**src/rtl/rs485_pkg.sv**
```systemverilog
package rs485_pkg;

    localparam int CNT_W = 12;

    typedef enum logic [1:0] {
        SQ_IDLE   = 2'd0,
        SQ_SETUP  = 2'd1,
        SQ_ACTIVE = 2'd2,
        SQ_HOLD   = 2'd3
    } sq_state_e;

    typedef struct packed {
        logic             load;
        logic [CNT_W-1:0] value;
    } tmr_cmd_t;

    function automatic logic cnt_is_zero(input logic [CNT_W-1:0] v);
        return (v == '0);
    endfunction

endpackage

```
**src/rtl/rs485_tick_timer.sv**
```systemverilog
module rs485_tick_timer #(
    parameter int W = rs485_pkg::CNT_W
) (
    input  logic         clk,
    input  logic         rst,
    input  logic         load,
    input  logic [W-1:0] load_val,
    input  logic         tick,
    output logic         expire
);
    localparam logic [W-1:0] ONE = W'(1);

    logic [W-1:0] remain;

    always_ff @(posedge clk) begin
        if (rst) begin
            remain <= '0;
        end else if (load) begin
            remain <= load_val;
        end else if (tick && (remain != '0)) begin
            remain <= remain - ONE;
        end
    end

    // the strobe that consumes the last remaining tick
    assign expire = tick && (remain == ONE);

endmodule

```
**src/rtl/rs485_de_fsm.sv**
```systemverilog
module rs485_de_fsm
    import rs485_pkg::*;
(
    input  logic             clk,
    input  logic             rst,
    input  logic             mode_en,
    input  logic [CNT_W-1:0] setup_cnt,
    input  logic [CNT_W-1:0] hold_cnt,
    input  logic             tx_pending,
    input  logic             tx_idle,
    input  logic             expire,
    output tmr_cmd_t         tmr_cmd,
    output sq_state_e        state
);
    sq_state_e nxt;

    always_comb begin
        nxt     = state;
        tmr_cmd = '{load: 1'b0, value: '0};
        unique case (state)
            SQ_IDLE: begin
                if (tx_pending) begin
                    if (cnt_is_zero(setup_cnt)) begin
                        nxt = SQ_ACTIVE;
                    end else begin
                        nxt     = SQ_SETUP;
                        tmr_cmd = '{load: 1'b1, value: setup_cnt};
                    end
                end
            end
            SQ_SETUP: begin
                if (expire) nxt = SQ_ACTIVE;
            end
            SQ_ACTIVE: begin
                if (tx_idle && !tx_pending) begin
                    if (cnt_is_zero(hold_cnt)) begin
                        nxt = SQ_IDLE;
                    end else begin
                        nxt     = SQ_HOLD;
                        tmr_cmd = '{load: 1'b1, value: hold_cnt};
                    end
                end
            end
            SQ_HOLD: begin
                if (tx_pending)  nxt = SQ_ACTIVE;
                else if (expire) nxt = SQ_IDLE;
            end
            default: nxt = SQ_IDLE;
        endcase
        if (!mode_en) begin
            nxt     = SQ_IDLE;
            tmr_cmd = '{load: 1'b0, value: '0};
        end
    end

    always_ff @(posedge clk) begin
        if (rst) state <= SQ_IDLE;
        else     state <= nxt;
    end

endmodule

```
**src/rtl/rs485_de_seq.sv**
```systemverilog
module rs485_de_seq
    import rs485_pkg::*;
(
    input  logic             clk,
    input  logic             rst,
    input  logic             mode_en,
    input  logic [CNT_W-1:0] setup_cnt,
    input  logic [CNT_W-1:0] hold_cnt,
    input  logic             tx_pending,
    input  logic             tx_idle,
    input  logic             tick,
    output logic             drv_en,
    output logic             start_ok
);
    sq_state_e state;
    tmr_cmd_t  tmr_cmd;
    logic      expire;

    rs485_de_fsm u_fsm (
        .clk        (clk),
        .rst        (rst),
        .mode_en    (mode_en),
        .setup_cnt  (setup_cnt),
        .hold_cnt   (hold_cnt),
        .tx_pending (tx_pending),
        .tx_idle    (tx_idle),
        .expire     (expire),
        .tmr_cmd    (tmr_cmd),
        .state      (state)
    );

    rs485_tick_timer #(.W(CNT_W)) u_tmr (
        .clk      (clk),
        .rst      (rst),
        .load     (tmr_cmd.load),
        .load_val (tmr_cmd.value),
        .tick     (tick),
        .expire   (expire)
    );

    assign drv_en   = mode_en && (state != SQ_IDLE);
    assign start_ok = !mode_en || (state == SQ_ACTIVE);

endmodule

```
**config.mk**
```make
export PLATFORM = sky130hd
export DESIGN_NAME = rs485_de_seq
export DESIGN_NICKNAME = d
export VERILOG_FILES = /design/src/rtl/rs485_pkg.sv /design/src/rtl/rs485_tick_timer.sv /design/src/rtl/rs485_de_fsm.sv /design/src/rtl/rs485_de_seq.sv
export SDC_FILE = /design/constraint.sdc
export NUM_CORES = 1
export LEC_CHECK = 0
export ABC_AREA = 1
export CAP_MARGIN = 20
export CORE_ASPECT_RATIO = 1.2
export CORE_MARGIN = 1.5
export CORE_UTILIZATION = 60
export CTS_BUF_LIST = sky130_fd_sc_hd__clkbuf_2
export DETAILED_ROUTE_END_ITERATION = 16
export DONT_BUFFER_PORTS = 1
export GPL_TIMING_DRIVEN = 0
export PLACE_DENSITY = 0.77
export SYNTH_ARGS = -nofsm -noshare
export SYNTH_HDL_FRONTEND = slang
export SYNTH_HIERARCHICAL = 1
export SYNTH_SLANG_ARGS = --single-unit
```
**constraint.sdc**
```tcl
create_clock -name clk -period 5.5 [get_ports clk]
set_clock_uncertainty 0.2 [all_clocks]
set_input_delay 0.55 -clock clk [delete_from_list [all_inputs] [get_ports clk]]
set_output_delay 0.55 -clock clk [all_outputs]
set_load 0.05 [all_outputs]
```
==> flow_summary.toml, run 1 <==
[outcome]
outcome = "completed"

[timing]
grt_setup_unrepaired = "false"
slew-limit-headroom_pct = 41.8
hold_viol = 0
period_needed_ns = 2.34
drv_slew = 0
worst_pin_slew_ns = 0.869
hold_ws_ns = 0.127
max_freq_mhz = 428
setup_viol = 0
finalCritPeriodShare_pct = 42.5
tns_ns = 0

[final_layout]
drive_gt1_share_pct = 7.66
fin_nets = 283
post-route-util_pct = 67.1
final_cell_mix = "nand2_1, nor2_1, nand3_1"
n_antenna_cell = 0
fillers = 226
final_common_cell = "nand2_1"
area_growth_pct = 3.84

[floorplan]
start_util_pct = 64.6
core_sq_um = 2120
die_area_sq_um = 2580
die_h_um = 55.3
std_cell_rows = 18
io_pins = 32
chipWidth_um = 46.6

[routing]
drt_iter0_drc = 50
dr.pass1.iters = 4
final_antenna_net_count = 0
drc_errors = 0
wl_per_cell_um = 11.8
via_per_inst = 5.44
routed_wl_um = 3290
via_count = 1512

[clocking]
post_cts_buffers = 0
clk_pin_slew_ns = 0.14
cts_buffer_depth = 2
clk_latency_ns = 0.27
cts_made_buffers = 3
h-tree-depth = 1
cts_hold_buf = 0
cts_resized = 0
clock-root-buffer = "clkbuf_2"
tritoncts = "done"
cts.sinks = 14

[setup_path]
arrival_ns = 1.59
critPathLaunchType = "register"
cpMostUsedCell = "nor2_1"
r2r_cells = 8
rr_endpoint = "u_tmr/remain[4]"
crit_fanout = 8
crit_path_end_kind = "output port"
ff2ff_setup_slack_ns = 3.18
crit_chain = "nor2_1, nor2_1"
critical_path_class = "register to output port"
timing.rr.start = "u_fsm/state[1]"
worstPathRequired_ns = 4.75
slowest_stage = "nor2_1"
cp_slowest_stage_delay_ns = 0.67

[synth]
synth_fp_nets = 278
synth_top_cell_area_share_pct = 20.5
synth-warning-count = 6
ys_ff_latch = 14
ys_seq_area_share_pct = 20.5
yosys.cell_types.count = 25
synthCells = 245
yosysTopAreaCell = "dfxtp_1"
synth_area_leaders = "dfxtp_1, nand2_1, nor2_1, nand3_1, a21oi_1"
syn_area_sq_um = 1370
avgSynthCellArea_sq_um = 5.58

[power]
irDropWorstVdd_mv = 0.159
power_uw = 447
leakage_nw = 0.673
p_per_area_nw_per_um2 = 315

[place]
hpwl_um = 2640
port_buffers = 0
gp_congestion = 0.924

[worst_hold_path]
worstHoldStart = "rst"
min_to = "u_tmr/remain[3]"
hold_class = "primary input to register"
holdPathStages = 1

[global_route]
track_usage_pct = 27.9
grt_pass1_wl_um = 5560
overflow = 0
antenna_found_initial = 0
grt_start_max_net_pins = 11
grt_pass1_vias = 1385

[flow_run]
max-cap-violations = 0
[cell families (layout without fill, tap and decap cells)]
| group | Yosys count | in the layout | share of synthesized area (%) |
|---|---|---|---|
| AND/OR/NAND/NOR | 167 | 167 | 54.2 |
| buffers and inverters | 28 | 31 | 8.69 |
| flip-flops | 14 | 14 | 20.5 |
| AO/OA/AOI/OAI | 29 | 29 | 11.3 |
| adder cells (fa/ha/maj) | 3 | 3 | 2.75 |
| XOR/XNOR | 4 | 4 | 2.56 |
[cell type report]
type                    count  area, sq um  share of cell area [%]
plain buffers               4         22.5                    1.59
clock buffers               3         15.0                    1.06
flip-flops and latches     14          280                    19.7
well taps                  30         37.5                    2.64
inverters                  24         96.3                    6.78
multi-input cells         203          968                    68.2
[layer usage]
metal  share of wire, %  GRT usage [%]
met5                  0              0
met4               0.76           7.35
met3                4.5           5.23
met2                 49           46.8
met1                 45           35.2
[flip-flops by register name (all words and copies together), names as in the netlist]
name	flops
u_tmr/remain	12
u_fsm/state	2
[critical path: cells and delay by family, from the launching register on]
kind             cells  cell delay, ns
and+or+nand+nor      2            0.76
DFF                  1            0.56
[stage by stage]
stage / setup slack, ns / cell area, sq um / cells
floorplan: 3.38 / 1370 / 245
global placement: 3.01 / 1410 / 275
detailed placement: 3.02 / 1410 / 275
CTS: 3.15 / 1420 / 278
global route: 2.98 / 1420 / 278
finish: 3.16 / 1420 / 278
[cell usage after synthesis]
cell type,count
nand2_1,67
nor2_1,49
nand3_1,32
inv_1,20
a21oi_1,16
dfxtp_1,14
o21ai_0,7
a22oi_1,4
xor2_1,4
clkbuf_1,3
ha_1,3
nand2_4,3
nor2_2,3
nor3_1,3
and2_0,2
inv_2,2
nand2_2,2
nand4_1,2
nor2_4,2
o21ai_1,2
buf_6,1
clkinv_2,1
clkinv_4,1
nand3b_1,1
nor3_2,1
[where the power goes]
group | leakage [nW] | total, mW | internal [mW] | switching, mW
logic | 0.545 | 0.252 | 0.0899 | 0.162
clock network | 0.0125 | 0.0472 | 0.0149 | 0.0323
registers | 0.115 | 0.147 | 0.123 | 0.0244
[worst max-delay path by stage]
stage              startpoint          endpoint  slack [ns]
2_1_floorplan      tx_pending  u_tmr/remain[10]        3.38
3_3_place_gp       tx_pending   u_tmr/remain[7]        3.01
3_5_place_dp       tx_pending   u_tmr/remain[4]        3.02
4_1_cts        u_fsm/state[1]            drv_en        3.15
5_1_grt        u_fsm/state[1]   u_tmr/remain[6]        2.98
6_report       u_fsm/state[1]            drv_en        3.16
No activity file was read; power rests on OpenSTA's default activity.
==> run 2: changes to the inputs <==
==> constraint.sdc (replaced) <==
create_clock -name clk -period 2.3 [get_ports clk]
set_clock_uncertainty 0.2 [all_clocks]
set_input_delay 0.23 -clock clk [delete_from_list [all_inputs] [get_ports clk]]
set_output_delay 0.23 -clock clk [all_outputs]
set_load 0.05 [all_outputs]
==> run 2 against run 1 <==
Net effect:
- via count increased by 0.40%
- sequential cell count unchanged
- critical path depth increased by 8
- die area unchanged
- highest routed layer unchanged
==> flow_summary.toml, run 2 (synthesized netlist as in run 1, its figures left out) <==
[power]
p_switching_uw = 525
intPower_uw = 548
pwr-share-comb_pct = 56.5
p_clk_share_pct = 10.6
leakage_nw = 0.683
power.share.switching_pct = 48.9
irDropWorstVdd_mv = 0.384
seq_power_share_pct = 32.9
p_per_area_nw_per_um2 = 745

[final_layout]
drive_gt1_share_pct = 9.24
n_antenna_cell = 0
final_cell_mix = "nand2_1, nor2_1, nand3_1"
area_growth_pct = 5.31
final_cells = 279
final_common_cell = "nand2_1"
top_register = "u_tmr/remain"
fillers = 226
regArea_sq_um = 282
largest_register_ffs = 12
reg_top3 = "u_tmr/remain (12), u_fsm/state (2)"
fin_nets = 284
multi_input_area_sq_um = 975

[routing]
via_count = 1518
wl_per_cell_um = 11.8
via_per_inst = 5.44
final_antenna_net_count = 0
routed_wl_um = 3300
drt_iter0_drc = 36
dr.pass1.iters = 4
drc_errors = 0

[setup_path]
critical_path_class = "register to register"
crit_fanout = 10
r2r_cells = 10
arrival_ns = 2.15
worstPathRequired_ns = 2.31
cp_slowest_stage_delay_ns = 0.42
cpMostUsedCell = "a21oi_1"
crit_chain = "inv_1, nand2_2, nor2_4, nand2_2, a21oi_1, inv_2, clkbuf_2, a21oi_1, nand2_1, a21oi_1"
slowest_stage = "dfxtp_1"
crit_path_end_kind = "register"
critPathLaunchType = "register"

[global_route]
grt_start_max_net_pins = 11
grt_pass1_wl_um = 5610
antenna_found_initial = 0
grt_pass1_vias = 1394
overflow = 0
track_usage_pct = 28.3

[timing]
grt_setup_unrepaired = "false"
drv_slew = 0
hold_viol = 0
slew-limit-headroom_pct = 41.8
max_freq_mhz = 467
worst_pin_slew_ns = 0.869
setup_viol = 0
tns_ns = 0
period_needed_ns = 2.14
finalCritPeriodShare_pct = 93.0

[outcome]
outcome = "completed"

[clocking]
clk_pin_slew_ns = 0.13
h-tree-depth = 1
cts_made_buffers = 3
clk_latency_ns = 0.27
cts.sinks = 14
cts_buffer_depth = 2
tritoncts = "done"
clock-root-buffer = "clkbuf_2"

[worst_hold_path]
hold_class = "primary input to register"
holdPathStages = 3

[place]
dp.cells = 275
gp_congestion = 0.924
hpwl_um = 2640
port_buffers = 0

[floorplan]
chipWidth_um = 46.6
std_cell_rows = 18
die_h_um = 55.3
start_util_pct = 64.6
core_sq_um = 2120
die_area_sq_um = 2580
io_pins = 32

[flow_run]
max-cap-violations = 0
==> run 2: area by class of cell <==
| type | instances | share of cell area, % |
|---|---|---|
| buffer | 4 | 1.74 |
| clock buffer | 3 | 1.04 |
| inverter | 24 | 6.69 |
| multi-input combinational | 203 | 67.7 |
| sequential | 14 | 19.5 |
| tap | 30 | 2.61 |
| timing repair buffer | 1 | 0.695 |
==> run 2: repair_timing <==
item,CTS,global route
hold buffers,1,0
setup endpoints to repair,0,12
buffers inserted,0,0
hold endpoints to repair,6,0
gates resized for setup,0,9
==> run 2: path summary, 6_finish.rpt <==
| check | from | to | slack, ns |
|---|---|---|---|
| max | u_fsm/state[0] | u_tmr/remain[8] | 0.16 |
| min | rst | u_tmr/remain[9] | 0.02 |
| min reg2reg | u_tmr/remain[3] | u_tmr/remain[3] | 0.32 |
| max reg2reg | u_fsm/state[0] | u_tmr/remain[8] | 0.16 |
==> run 2: metal layers <==
layer,global-route usage [%],wire length (um),vias up,part of all wire (%)
met5,0,0,-,0
met4,8.98,53,0,1.6
met3,5.23,196,6,5.9
met2,47.0,1610,55,49
met1,35.4,1440,660,44
li1,-,-,797,-
==> run 2: worst max-delay path, delay by kind of cell (launching register included) <==
kind	cells	cell delay, ns
buffers and inverters	3	0.48
DFF	1	0.42
and+or+nand+nor	4	0.40
AOI/OAI and AO/OA	3	0.57
==> run 2: power groups by stage <==
| stage | clock, mW | combinational, mW | sequential (mW) |
|---|---|---|---|
| after floorplan | 0 | 0.502 | 0.344 |
| after global placement | 0 | 0.581 | 0.355 |
| after detailed placement | 0 | 0.594 | 0.357 |
| after CTS | 0.117 | 0.601 | 0.352 |
| after global routing | 0.134 | 0.692 | 0.361 |
| final | 0.114 | 0.607 | 0.353 |
==> run 2: per-stage QoR <==
step           util (%)  setup slack (ns)  power, mW  hold WS [ns]  area [sq um]
2_1_floorplan         -             0.402      0.846        0.0991          1370
3_3_place_gp       66.4            0.0474      0.936         0.101          1410
3_5_place_dp       66.4            0.0223      0.951         0.103          1410
4_1_cts            67.6           0.00859       1.07       0.00573          1430
5_1_grt            68.0           0.00211       1.19        0.0102          1440
6_report           68.0             0.160       1.07        0.0217          1440
==> run 3: changes to the inputs <==
--- a/config.mk
+++ b/config.mk
@@ -15,6 +15,7 @@
 export DONT_BUFFER_PORTS = 1
 export GPL_TIMING_DRIVEN = 0
 export PLACE_DENSITY = 0.77
+export SLEW_MARGIN = 10
 export SYNTH_ARGS = -nofsm -noshare
 export SYNTH_HDL_FRONTEND = slang
 export SYNTH_HIERARCHICAL = 1
==> results of run 3 <==
No change in the layout: final DEF, timing and power equal those of run 2.
